### src/rtl/bsa_pkg.sv
package bsa_pkg;
  // Two-state carry machine: the state is the carry into the current bit
  typedef enum logic {
    CY_CLR = 1'b0,
    CY_SET = 1'b1
  } cy2_e;

  // Four-state machine: MSB holds the carry, LSB holds the registered sum bit
  typedef enum logic [1:0] {
    CY0_S0 = 2'b00,
    CY0_S1 = 2'b01,
    CY1_S0 = 2'b10,
    CY1_S1 = 2'b11
  } cy4_e;
endpackage

### src/rtl/bsa_shreg.sv
module bsa_shreg #(
  parameter int WIDTH = 8
) (
  input  logic             clk,
  input  logic             rst_n,
  input  logic             ld,
  input  logic [WIDTH-1:0] ld_val,
  input  logic             sh_en,
  input  logic             ser_in,
  output logic [WIDTH-1:0] q
);
  logic [WIDTH-1:0] q_nxt;

  // Load has priority over shift; a shift moves bits toward the LSB
  always_comb begin
    q_nxt = q;
    if (ld)
      q_nxt = ld_val;
    else if (sh_en)
      q_nxt = {ser_in, q[WIDTH-1:1]};
  end

  always_ff @(posedge clk or negedge rst_n) begin
    if (!rst_n)
      q <= '0;
    else if (ld || sh_en)
      q <= q_nxt;
  end
endmodule

### src/rtl/bsa_carry_fsm.sv
module bsa_carry_fsm #(
  parameter bit MOORE = 1'b0
) (
  input  logic clk,
  input  logic rst_n,
  input  logic clr,
  input  logic step,
  input  logic a_bit,
  input  logic b_bit,
  output logic sum_bit,
  output logic carry
);
  import bsa_pkg::*;

  generate
    if (MOORE) begin : g_moore
      cy4_e st, st_nxt;
      logic c_nxt, s_nxt;

      always_comb begin
        s_nxt  = a_bit ^ b_bit ^ st[1];
        c_nxt  = (a_bit & b_bit) | (st[1] & (a_bit ^ b_bit));
        st_nxt = st;
        if (clr)
          st_nxt = CY0_S0;
        else if (step)
          st_nxt = cy4_e'({c_nxt, s_nxt});
      end

      always_ff @(posedge clk or negedge rst_n) begin
        if (!rst_n)
          st <= CY0_S0;
        else if (clr || step)
          st <= st_nxt;
      end

      assign sum_bit = st[0];
      assign carry   = st[1];
    end else begin : g_mealy
      cy2_e st, st_nxt;

      always_comb begin
        st_nxt = st;
        if (clr)
          st_nxt = CY_CLR;
        else if (step) begin
          case (st)
            CY_CLR: if (a_bit && b_bit)   st_nxt = CY_SET;
            CY_SET: if (!a_bit && !b_bit) st_nxt = CY_CLR;
            default: st_nxt = CY_CLR;
          endcase
        end
      end

      always_ff @(posedge clk or negedge rst_n) begin
        if (!rst_n)
          st <= CY_CLR;
        else if (clr || step)
          st <= st_nxt;
      end

      assign sum_bit = a_bit ^ b_bit ^ st;
      assign carry   = st;
    end
  endgenerate
endmodule

### src/rtl/bsa_seq.sv
module bsa_seq #(
  parameter int WIDTH = 8,
  parameter bit MOORE = 1'b0
) (
  input  logic clk,
  input  logic rst_n,
  input  logic load,
  input  logic start,
  output logic busy,
  output logic shift_op,
  output logic shift_res,
  output logic done
);
  localparam int CYC = WIDTH + (MOORE ? 1 : 0);
  localparam int CW  = $clog2(CYC + 1);

  logic [CW-1:0] cnt, cnt_nxt;
  logic          busy_nxt, done_nxt;

  always_comb begin
    cnt_nxt  = cnt;
    busy_nxt = busy;
    done_nxt = 1'b0;
    if (load) begin
      cnt_nxt  = '0;
      busy_nxt = 1'b0;
    end else if (busy) begin
      cnt_nxt = cnt - CW'(1);
      if (cnt == CW'(1)) begin
        busy_nxt = 1'b0;
        done_nxt = 1'b1;
      end
    end else if (start) begin
      cnt_nxt  = CW'(CYC);
      busy_nxt = 1'b1;
    end
  end

  always_ff @(posedge clk or negedge rst_n) begin
    if (!rst_n) begin
      cnt  <= '0;
      busy <= 1'b0;
      done <= 1'b0;
    end else begin
      cnt  <= cnt_nxt;
      busy <= busy_nxt;
      done <= done_nxt;
    end
  end

  assign shift_op = busy;

  generate
    if (MOORE) begin : g_skip_first
      // The first output of the registered form is stale; capture from cycle two on
      assign shift_res = busy && (cnt != CW'(CYC));
    end else begin : g_every
      assign shift_res = busy;
    end
  endgenerate
endmodule

### src/rtl/bsa_top.sv
module bsa_top #(
  parameter int WIDTH = 8,
  parameter bit MOORE = 1'b0
) (
  input  logic             clk,
  input  logic             rst_n,
  input  logic [WIDTH-1:0] op_a,
  input  logic [WIDTH-1:0] op_b,
  input  logic             load,
  input  logic             start,
  output logic [WIDTH-1:0] sum,
  output logic             done
);
  logic [WIDTH-1:0] a_q, b_q;
  logic             busy, shift_op, shift_res;
  logic             sum_bit, carry;
  logic             a_lsb, b_lsb;

  bsa_seq #(.WIDTH(WIDTH), .MOORE(MOORE)) seq_i (
    .clk(clk), .rst_n(rst_n), .load(load), .start(start),
    .busy(busy), .shift_op(shift_op), .shift_res(shift_res), .done(done)
  );

  bsa_shreg #(.WIDTH(WIDTH)) opa_i (
    .clk(clk), .rst_n(rst_n), .ld(load), .ld_val(op_a),
    .sh_en(shift_op), .ser_in(1'b0), .q(a_q)
  );

  bsa_shreg #(.WIDTH(WIDTH)) opb_i (
    .clk(clk), .rst_n(rst_n), .ld(load), .ld_val(op_b),
    .sh_en(shift_op), .ser_in(1'b0), .q(b_q)
  );

  assign a_lsb = a_q[0];
  assign b_lsb = b_q[0];

  bsa_carry_fsm #(.MOORE(MOORE)) fsm_i (
    .clk(clk), .rst_n(rst_n), .clr(load), .step(shift_op),
    .a_bit(a_lsb), .b_bit(b_lsb), .sum_bit(sum_bit), .carry(carry)
  );

  bsa_shreg #(.WIDTH(WIDTH)) res_i (
    .clk(clk), .rst_n(rst_n), .ld(load), .ld_val({WIDTH{1'b0}}),
    .sh_en(shift_res), .ser_in(sum_bit), .q(sum)
  );
endmodule

### config.mk
export PLATFORM = sky130hd
export DESIGN_NAME = bsa_top
export DESIGN_NICKNAME = d
export VERILOG_FILES = /design/src/rtl/bsa_pkg.sv /design/src/rtl/bsa_shreg.sv /design/src/rtl/bsa_carry_fsm.sv /design/src/rtl/bsa_seq.sv /design/src/rtl/bsa_top.sv
export SDC_FILE = /design/constraint.sdc
export NUM_CORES = 1
export LEC_CHECK = 0
export BUFFER_PORTS_ARGS = -buffer_cell sky130_fd_sc_hd__buf_2
export CORE_MARGIN = 1
export CORE_UTILIZATION = 57
export CTS_CLUSTER_DIAMETER = 200
export CTS_CLUSTER_SIZE = 40
export DETAILED_ROUTE_END_ITERATION = 16
export PLACE_DENSITY = 0.82
export SETUP_SLACK_MARGIN = 0.2
export SKIP_LAST_GASP = 1
export SLEW_MARGIN = 20
export SYNTH_ARGS = -nofsm -noshare
export SYNTH_HDL_FRONTEND = slang
export SYNTH_SLANG_ARGS = --single-unit
### constraint.sdc
create_clock -name clk -period 2.7 [get_ports clk]
set_input_delay 0.135 -clock clk [delete_from_list [all_inputs] [get_ports clk]]
set_output_delay 0.135 -clock clk [all_outputs]
set_load 0.05 [all_outputs]
==> results of run 1 <==
==> kinds of logic (layout without fill, tap and decap cells) <==
family | count (synthesis) | in the layout | share of synthesized area (%)
muxes | 22 | 22 | 15.4
and+or+nand+nor | 39 | 39 | 12.2
adders and majority gates | 4 | 4 | 3.49
xor gates and xnor gates | 3 | 3 | 1.83
DFF | 31 | 31 | 54.1
AOI/OAI and AO/OA | 21 | 21 | 7.86
buffers and inverters | 13 | 42 | 5.07
==> cell type report <==
cell class | instances | area (um2) | area share (%)
multi-input combinational | 89 | 584 | 35.7
clock buffer | 8 | 68.8 | 4.20
sequential | 31 | 776 | 47.4
timing repair buffer | 30 | 158 | 9.63
tap | 28 | 35.0 | 2.14
inverter | 4 | 15.0 | 0.917
==> worst max-delay path, delay by kind of cell (launching register included) <==
family                 cells  cell delay [ns]
AO/OA/AOI/OAI              1             0.10
buffers and inverters      1             0.39
flip-flops                 1             0.69
multiplexers               1             0.23
==> worst max-delay path by stage <==
stage / start / end / slack (ns) / cells past startpoint
floorplan: opb_i.q[0]$_DFFE_PN0P_ / res_i.q[7]$_DFFE_PN0P_ / 1.61 / 4
global placement: seq_i.busy$_DFF_PN0_ / opa_i.q[4]$_DFFE_PN0P_ / 1.20 / 3
detailed placement: seq_i.busy$_DFF_PN0_ / opb_i.q[2]$_DFFE_PN0P_ / 1.13 / 3
CTS: seq_i.busy$_DFF_PN0_ / opb_i.q[2]$_DFFE_PN0P_ / 1.12 / 3
global route: seq_i.busy$_DFF_PN0_ / opb_i.q[2]$_DFFE_PN0P_ / 0.97 / 3
finish: seq_i.busy$_DFF_PN0_ / opb_i.q[2]$_DFFE_PN0P_ / 1.14 / 3
==> sequential cells by signal, summed over array words and instances, names as in the netlist <==
name	cells
res_i.q	8
seq_i.done	1
fsm_i.carry	1
opa_i.q	8
seq_i.busy	1
seq_i.cnt	4
opb_i.q	8
==> synth_stat cells (4+ instances only) <==
cell / instances
dfrtp_1: 31
mux2i_1: 22
nand2_1: 18
o21ai_0: 16
nor2_1: 12
buf_2: 4
ha_1: 4
inv_1: 4
==> per-layer routing <==
metal  share of wire [%]  routed length, um
met1                  47               1190
met2                  45               1140
met3                 5.2                131
met4                 2.9                 74
met5                   0                  0
==> power by group <==
part | switching, mW | total, mW | internal (mW)
Clock | 0.149 | 0.302 | 0.153
Sequential | 0.0302 | 0.529 | 0.499
Combinational | 0.0752 | 0.138 | 0.0631
==> metrics by stage <==
step / power, mW / area, um2
6_report: 0.969 / 1640
5_1_grt: 1.02 / 1640
4_1_cts: 0.983 / 1640
3_5_place_dp: 0.678 / 1560
3_3_place_gp: 0.668 / 1560
2_1_floorplan: 0.636 / 1430
==> what timing repair did <==
item / 4_1_cts / 5_1_grt
hold buffers: 1 / 0
endpoints found under the hold margin: 31 / 0
setup buffers: 0 / 0
==> flow_summary.json, run 1 <==
{
  "status": "complete, no violations",
  "global_route.usage.met1_pct": 29.0,
  "cell_taking_the_most_area_after_synthesis": "dfrtp_1",
  "viasPerCell": 5.33,
  "gp_routability_congestion": 0.807,
  "ir_drop_mv": 0.417,
  "grt_first_pass_wirelength_mm": 4.46,
  "syn_nets": 157,
  "route.final.wire_length_mm": 2.53,
  "final_core_util_pct": 71.2,
  "max-cap-violations": 0,
  "ys_warn_count": 0,
  "criticalPathCategory": "reg2reg",
  "regToRegSetupSlack_ns": 1.14,
  "tritoncts": "done",
  "first_global_vias": 1011,
  "post_synth_inst_count": 133,
  "min_to": "opb_i.q[4]$_DFFE_PN0P_",
  "seq_area_frac_synth_pct": 54.1,
  "buffer_ports.inserted": 28,
  "hold_depth": 3,
  "dieHeight_um": 52.1,
  "worst_slew_margin_rel_pct": 53.9,
  "clk_latency_ns": 0.33,
  "grt_start_max_net_pins": 48,
  "cp_slowest_stage_delay_ns": 0.69,
  "detailedPlacementHpwl_mm": 1.70,
  "post_layout_net_count": 185,
  "row_count": 17,
  "synthFlopType": "dfrtp_1",
  "htree_num_levels": 2,
  "syn_area_um2": 1430,
  "worst_reg_to_reg_path_cell_count": 3,
  "place_ws_ns": 1.13,
  "crit_path_cell_trace": "buf_4, mux2i_1, o21ai_0",
  "drt_first_iter_violations": 6,
  "maximum_fanout_along_the_worst_path": 20,
  "setup.worst_path.end_class": "flop",
  "mostFrequentLayoutCells": "dfrtp_1, buf_2, mux2i_1, nand2_1, o21ai_0",
  "setup_violations": 0,
  "cts_root_buf": "clkbuf_4",
  "drcViolationCount": 0,
  "cp_slowest_cell": "dfrtp_1",
  "critPathLaunchType": "flop",
  "syn-mean-instance-area_um2": 10.8,
  "worst_pin_slew_ns": 0.691,
  "number_of_enable_flip_flop_cells_after_synthesis": 0,
  "reg2reg_to": "opb_i.q[2]$_DFFE_PN0P_",
  "synth_top_cells_by_area": "dfrtp_1, mux2i_1, o21ai_0",
  "grt_antenna_before_repair": 0,
  "r2r_startpoint": "seq_i.busy$_DFF_PN0_",
  "layout_setup_ws_ns": 1.14,
  "post_route_cells_drive_above_1_share_pct": 22.8,
  "clock_sink_count": 31,
  "worst-endpoint-required_ns": 2.88,
  "routed-via-count": 1012,
  "fillerInstances": 197,
  "number_of_pins_with_negative_max_slew_slack_in_the_final_report": 0,
  "layout_commonest_cell": "dfrtp_1",
  "postCtsResizedCells": 0,
  "cp_data_arrival_time_ns": 1.74,
  "power_density_nw_per_um2": 592,
  "clock_edge_transition_at_the_registers_on_the_reported_setup_and_hold_paths_ns": 0.09,
  "timing.hold.worst.start": "op_b[4]",
  "first_pass_iters": 4,
  "gr-total-overflow": 0,
  "synth.distinct_cells": 22,
  "start_util_pct": 62.4,
  "finalHoldViolations": 0,
  "period_utilisation_layout_pct": 57.8,
  "clock.fmax_ghz": 0.640,
  "setup_total_negative_slack_ns": 0,
  "period_needed_ns": 1.56,
  "worst_hold_slack_ns": 0.0120,
  "cts_buffers": 5,
  "max_root_sink_buffers": 2,
  "syn2layout_area_growth_pct": 14.2,
  "die_width_um": 52.1,
  "synth-async-reset-ratio_pct": 100,
  "grtUsageTotal_pct": 23.4,
  "global_route.peak_usage_layer": "met2",
  "static-leakage-power_nw": 0.813,
  "dp_cells": 181,
  "globalRouteMet3Util_pct": 6.73,
  "die_area_um2": 2720,
  "yosys.area.top_type_share_pct": 54.1,
  "rsz0062_at_grt": "false",
  "antenna_violating_nets_post_route": 0,
  "antenna_cell_count": 0,
  "clock_skew_ns": 0.00522,
  "layoutNonFillerInstCount": 190,
  "synth.ff_latch_count": 31,
  "fp.coreArea_um2": 2300,
  "boundaryPins": 29,
  "hp-class": "in2reg",
  "wl_per_cell_um": 13.3,
  "grt_use_met2_pct": 35.5
}
No activity file was read; power rests on OpenSTA's default activity.
==> run 2: changes to the inputs <==
--- a/config.mk
+++ b/config.mk
@@ -7,11 +7,11 @@
 export LEC_CHECK = 0
 export BUFFER_PORTS_ARGS = -buffer_cell sky130_fd_sc_hd__buf_2
 export CORE_MARGIN = 1
-export CORE_UTILIZATION = 57
+export CORE_UTILIZATION = 48
 export CTS_CLUSTER_DIAMETER = 200
 export CTS_CLUSTER_SIZE = 40
 export DETAILED_ROUTE_END_ITERATION = 16
-export PLACE_DENSITY = 0.82
+export PLACE_DENSITY = 0.74
 export SETUP_SLACK_MARGIN = 0.2
 export SKIP_LAST_GASP = 1
 export SLEW_MARGIN = 20
==> constraint.sdc (replaced) <==
create_clock -name clk -period 1.3 [get_ports clk]
set_input_delay 0.065 -clock clk [delete_from_list [all_inputs] [get_ports clk]]
set_output_delay 0.065 -clock clk [all_outputs]
set_load 0.05 [all_outputs]
==> run 2 against run 1 <==
Sequential share of layout area shrank 7.9 points. Worst setup slack lost 1.0 ns. Non-clock buffer count grew 24. Clock-buffer cell count is the same. Routed wire length grew 11%. Fmax grew 33%. Utilization shrank 0.30 points. Global-route usage shrank 4.7 points. Via count grew 8.5%. Clock skew shrank 0.0032 ns. Critical path depth grew 2. Largest cell class unchanged.
==> flow_summary.json, run 2 (same netlist as run 1, synthesis figures left out) <==
{
  "hp-class": "in2reg",
  "post_layout_net_count": 209,
  "wl_per_cell_um": 13.0,
  "max-cap-violations": 0,
  "clock_skew_ns": 0.00198,
  "regArea_um2": 779,
  "setup.worst_path.end_class": "flop",
  "cp_slowest_cell": "dfrtp_2",
  "rsz0062_at_grt": "true",
  "criticalPathCategory": "reg2reg",
  "worst_slew_margin_rel_pct": 55.4,
  "cts_buffers": 5,
  "postPlaceCellArea_um2": 1610,
  "drt_first_iter_violations": 10,
  "row_count": 19,
  "status": "complete, no violations",
  "period_needed_ns": 1.18,
  "worst-path-buf-inv": 1,
  "setup_total_negative_slack_ns": 0,
  "worst_pin_slew_ns": 0.670,
  "antenna_violating_nets_post_route": 0,
  "max_root_sink_buffers": 2,
  "setup_violations": 0,
  "htree_num_levels": 2,
  "worst-endpoint-required_ns": 1.52,
  "dieHeight_um": 56.6,
  "post_route_cells_drive_above_1_share_pct": 30.6,
  "maximum_fanout_along_the_worst_path": 4,
  "crit_path_cell_trace": "inv_2, ha_4, xor2_1, a22oi_1, nor2_1",
  "dp_cells": 187,
  "grtUsageTotal_pct": 18.7,
  "grt_first_pass_wirelength_mm": 4.51,
  "gr-total-overflow": 0,
  "tritoncts": "done",
  "clock.fmax_ghz": 0.849,
  "buffer_ports.inserted": 28,
  "viasPerCell": 5.06,
  "critical_path.top_delay_family": "flip-flops",
  "cp_slowest_stage_delay_ns": 0.44,
  "place_ws_ns": 0.0945,
  "clock_sink_count": 31,
  "first_global_vias": 1065,
  "layout_setup_ws_ns": 0.122,
  "finalHoldViolations": 0,
  "power_density_nw_per_um2": 1090,
  "detailedPlacementHpwl_mm": 1.63,
  "routed-via-count": 1098,
  "gp_routability_congestion": 0.713,
  "syn2layout_area_growth_pct": 37.7,
  "grt_start_max_net_pins": 32,
  "boundaryPins": 29,
  "die_width_um": 56.6,
  "first_pass_iters": 4,
  "layout_commonest_cell": "dfrtp_1",
  "clk_latency_ns": 0.33,
  "clock_edge_transition_at_the_registers_on_the_reported_setup_and_hold_paths_ns": 0.09,
  "drcViolationCount": 0,
  "layout.cell_area.non_filler_um2": 1970,
  "mostFrequentLayoutCells": "dfrtp_1, buf_2, mux2i_1, nand2_1, dlygate4sd3_1",
  "grt_antenna_before_repair": 0,
  "critPathLaunchType": "flop",
  "layoutNonFillerInstCount": 217,
  "cp_data_arrival_time_ns": 1.40,
  "period_utilisation_layout_pct": 90.6,
  "antenna_cell_count": 0,
  "static-leakage-power_nw": 0.933,
  "largestRegisters": "opa_i.q x8, opb_i.q x8, res_i.q x8",
  "multiInputGateArea_um2": 639,
  "ir_drop_mv": 0.994,
  "cts_root_buf": "clkbuf_4",
  "start_util_pct": 51.5,
  "die_area_um2": 3210,
  "route.final.wire_length_mm": 2.81,
  "number_of_pins_with_negative_max_slew_slack_in_the_final_report": 0,
  "fp.coreArea_um2": 2780,
  "fillerInstances": 201
}
run 2: cell types whose count changed in the layout (fill, tap and decap cells not counted), moves of 4 or more:
cell,change
inv_1,-4
dlygate4sd3_1,+16
inv_2,+4
buf_4,+4
run 2: path summary, 6_finish.rpt:
check	slack, ns	cells after the start	from	end
setup / recovery	0.12	5	seq_i.cnt[0]$_DFFE_PN0P_	seq_i.cnt[2]$_DFFE_PN0P_
hold / removal	0.11	3	start	seq_i.cnt[3]$_DFFE_PN0P_
setup reg to reg	0.12	5	seq_i.cnt[0]$_DFFE_PN0P_	seq_i.cnt[2]$_DFFE_PN0P_
hold reg to reg	0.54	2	res_i.q[0]$_DFFE_PN0P_	res_i.q[0]$_DFFE_PN0P_
max in group asynchronous	0.53	2	rst_n	seq_i.cnt[0]$_DFFE_PN0P_
min in group asynchronous	0.30	2	rst_n	res_i.q[5]$_DFFE_PN0P_
run 2: power breakdown:
part | leakage [nW] | internal (mW) | switching [mW]
Sequential | 0.395 | 1.04 | 0.0594
Clock | 0.0386 | 0.318 | 0.320
Combinational | 0.499 | 0.216 | 0.193
run 2: cell type report:
cell class / instances / area share, %
Sequential cell: 31 / 39.5
Multi-Input combinational cell: 89 / 32.4
Timing Repair Buffer: 54 / 21.9
Clock buffer: 8 / 3.49
Tap cell: 31 / 1.97
Inverter: 4 / 0.761
run 2: per-stage QoR:
stage | util (%) | hold slack [ns] | power, mW
2_1_floorplan | - | -0.231 | 1.32
3_3_place_gp | 57.8 | 0.128 | 1.41
3_5_place_dp | 57.8 | 0.140 | 1.42
4_1_cts | 68.4 | 0.0506 | 2.12
5_1_grt | 70.9 | 0.127 | 2.26
6_report | 70.9 | 0.106 | 2.14
run 2: layer usage:
metal / part of all wire (%) / global-route usage, % / wire length [um]
met5: 0 / 0 / 0
met2: 50 / 31.6 / 1410
met1: 45 / 21.8 / 1250
met3: 3.6 / 7.14 / 102
met4: 1.6 / 6.27 / 44
run 2: worst register-to-register path, stage by stage (launching register included):
cell and delay, ns:
dfrtp_2 0.44, inv_2 0.06, ha_4 0.15, xor2_1 0.17
a22oi_1 0.18, nor2_1 0.06
run 2: timing repair:
action	CTS	global route
gates cloned	0	1
setup endpoints to repair	4	25
resized for setup	6	13
hold endpoints to repair	47	0
setup buffers	3	1
pin swaps	5	4
hold buffers	17	0
==> run 3: changes to the inputs <==
--- a/config.mk
+++ b/config.mk
@@ -5,6 +5,7 @@
 export SDC_FILE = /design/constraint.sdc
 export NUM_CORES = 1
 export LEC_CHECK = 0
+export ABC_AREA = 1
 export BUFFER_PORTS_ARGS = -buffer_cell sky130_fd_sc_hd__buf_2
 export CORE_MARGIN = 1
 export CORE_UTILIZATION = 48
==> run 3 against run 2 <==
Clock power up 22%. Synthesized cell count grew 8.3%. Die area shrank 2.2%. Sequential power about the same. Critical path type unchanged.
==> flow_summary.json, run 3 <==
{
  "cts_buffers": 5,
  "hold_depth": 4,
  "grt_antenna_before_repair": 0,
  "synthFlopType": "dfrtp_1",
  "route.final.wire_length_mm": 2.89,
  "synthTopCellsByCount": "nand2_1, dfrtp_1, inv_1",
  "wl_per_cell_um": 12.7,
  "hp-class": "in2reg",
  "first_pass_iters": 4,
  "drcViolationCount": 0,
  "ys_warn_count": 0,
  "antenna_violating_nets_post_route": 0,
  "cell_taking_the_most_area_after_synthesis": "dfrtp_1",
  "layout_commonest_cell": "nand2_1",
  "timing.hold.worst.start": "start",
  "critical_path.top_delay_family": "flip-flops",
  "cts_root_buf": "clkbuf_4",
  "grt_first_pass_wirelength_mm": 4.90,
  "layout_setup_ws_ns": 0.236,
  "gp_routability_congestion": 0.761,
  "routed-via-count": 1168,
  "die_area_um2": 3140,
  "fp.coreArea_um2": 2760,
  "drt_first_iter_violations": 31,
  "viasPerCell": 5.12,
  "period_utilisation_layout_pct": 81.8,
  "largestRegisters": "opa_i.q x8, opb_i.q x8, res_i.q x8",
  "worst_pin_slew_ns": 0.674,
  "cp_slowest_stage_delay_ns": 0.46,
  "boundaryPins": 29,
  "criticalPathCategory": "reg2reg",
  "clock_skew_ns": 0.00606,
  "die_width_um": 56.0,
  "number_of_enable_flip_flop_cells_after_synthesis": 0,
  "syn_area_um2": 1400,
  "detailedPlacementHpwl_mm": 1.87,
  "cp_data_arrival_time_ns": 1.33,
  "synth.ff_latch_count": 31,
  "mostFrequentLayoutCells": "nand2_1, dfrtp_1, buf_2, inv_1, dlygate4sd3_1",
  "worst-endpoint-required_ns": 1.56,
  "number_of_pins_with_negative_max_slew_slack_in_the_final_report": 0,
  "start_util_pct": 50.8,
  "critPathLaunchType": "flop",
  "syn-mean-instance-area_um2": 9.72,
  "rsz0062_at_grt": "true",
  "syn_nets": 168,
  "clock_sink_count": 31,
  "top_count_cell_post_synth": "nand2_1",
  "synth_top_cells_by_area": "dfrtp_1, nand2_1, inv_1",
  "worst_slew_margin_rel_pct": 55.0,
  "crit_path_cell_trace": "nor2_4, buf_6, nand2_1, o21ai_1",
  "power_density_nw_per_um2": 1250,
  "antenna_cell_count": 0,
  "fillerInstances": 220,
  "setup.worst_path.end_class": "flop",
  "clock.fmax_ghz": 0.940,
  "place_ws_ns": 0.172,
  "post_layout_net_count": 220,
  "grt_start_max_net_pins": 32,
  "period_needed_ns": 1.06,
  "static-leakage-power_nw": 0.934,
  "regToRegSetupSlack_ns": 0.24,
  "setup_total_negative_slack_ns": 0,
  "buffer_ports.inserted": 28,
  "synth.distinct_cells": 24,
  "dieHeight_um": 56.0,
  "yosys.area.top_type_share_pct": 55.4,
  "seq_area_frac_synth_pct": 55.4,
  "r2r_startpoint": "seq_i.busy$_DFF_PN0_",
  "worst_hold_slack_ns": 0.0352,
  "maximum_fanout_along_the_worst_path": 10,
  "gr-total-overflow": 0,
  "cp_slowest_cell": "dfrtp_2",
  "tritoncts": "done",
  "htree_num_levels": 2,
  "setup_violations": 0,
  "clk_latency_ns": 0.33,
  "max_root_sink_buffers": 2,
  "max-cap-violations": 0,
  "min_to": "seq_i.cnt[3]$_DFFE_PN0P_",
  "clock_edge_transition_at_the_registers_on_the_reported_setup_and_hold_paths_ns": 0.10,
  "post_route_cells_drive_above_1_share_pct": 29.4,
  "row_count": 19,
  "ir_drop_mv": 1.00,
  "first_global_vias": 1166,
  "synth-async-reset-ratio_pct": 100,
  "reg2reg_to": "seq_i.cnt[0]$_DFFE_PN0P_",
  "worst-path-buf-inv": 1,
  "grtUsageTotal_pct": 20.7,
  "finalHoldViolations": 0,
  "status": "complete, no violations",
  "post_synth_inst_count": 144,
  "syn2layout_area_growth_pct": 33.2,
  "total_power_mw": 2.34,
  "worst_reg_to_reg_path_cell_count": 4
}
-- run 3: per-stage QoR --
step / utilization [%] / instance area (um2) / instances
final: 67.6 / 1870 / 228
after global routing: 67.6 / 1870 / 228
after CTS: 66.2 / 1830 / 226
after detailed placement: 56.4 / 1560 / 201
after global placement: 56.4 / 1560 / 201
after floorplan: - / 1400 / 144
-- run 3: how the worst max path moves through the flow --
stage,slack [ns],cells after the start,startpoint,to
global placement,0.22,4,seq_i.busy$_DFF_PN0_,seq_i.cnt[0]$_DFFE_PN0P_
floorplan,0.26,4,opb_i.q[0]$_DFFE_PN0P_,res_i.q[7]$_DFFE_PN0P_
CTS,0.20,4,seq_i.busy$_DFF_PN0_,seq_i.cnt[0]$_DFFE_PN0P_
finish,0.24,4,seq_i.busy$_DFF_PN0_,seq_i.cnt[0]$_DFFE_PN0P_
global route,0.17,4,seq_i.busy$_DFF_PN0_,seq_i.cnt[0]$_DFFE_PN0P_
detailed placement,0.17,4,seq_i.busy$_DFF_PN0_,seq_i.cnt[0]$_DFFE_PN0P_
-- run 3: where the power goes --
part | internal [mW] | switching [mW]
Clock | 0.454 | 0.327
Combinational | 0.200 | 0.249
Sequential | 1.06 | 0.0552
Total | 1.71 | 0.631
-- run 3: cell families (layout without fill, tap and decap cells) --
kind of cell	after synthesis	after routing	synth area share, %
AO/OA/AOI/OAI	28	28	15.3
AND/OR/NAND/NOR	53	53	15.7
adder cells (fa/ha/maj)	4	4	3.57
buffers and inverters	27	80	9.38
flip-flops	31	31	55.4
XOR/XNOR	1	1	0.626
-- run 3: layout make-up --
type	instances	area, um2	area share [%]
Sequential cell	31	777	41.6
Clock buffer	6	51.3	2.75
Timing Repair Buffer	50	352	18.8
Clock inverter	2	35.0	1.88
Inverter	22	87.6	4.69
Tap cell	31	38.8	2.08
Multi-Input combinational cell	86	524	28.1
-- run 3: routing by layer --
metal | global-route usage (%) | wire length, um | up-vias | part of all wire, %
met5 | 0 | 0 | - | 0
met4 | 8.36 | 47 | 0 | 1.6
met3 | 7.21 | 146 | 7 | 5.1
met2 | 35.9 | 1480 | 40 | 51
met1 | 23.3 | 1210 | 550 | 42
li1 | - | - | 571 | -
-- run 3: what timing repair did --
action / in CTS / in global routing
pin swaps: 1 / 0
endpoints found under the setup margin: 4 / 8
buffers inserted: 0 / 2
hold endpoints to repair: 47 / 0
resized for setup: 3 / 9
hold buffers: 17 / 0
-- run 3: worst reg2reg max path, delay by kind of cell, from the launching register on --
kind / cells / cell delay [ns]
buffers and inverters: 1 / 0.16
AND/OR/NAND/NOR: 2 / 0.25
AO/OA/AOI/OAI: 1 / 0.13
flip-flops: 1 / 0.46
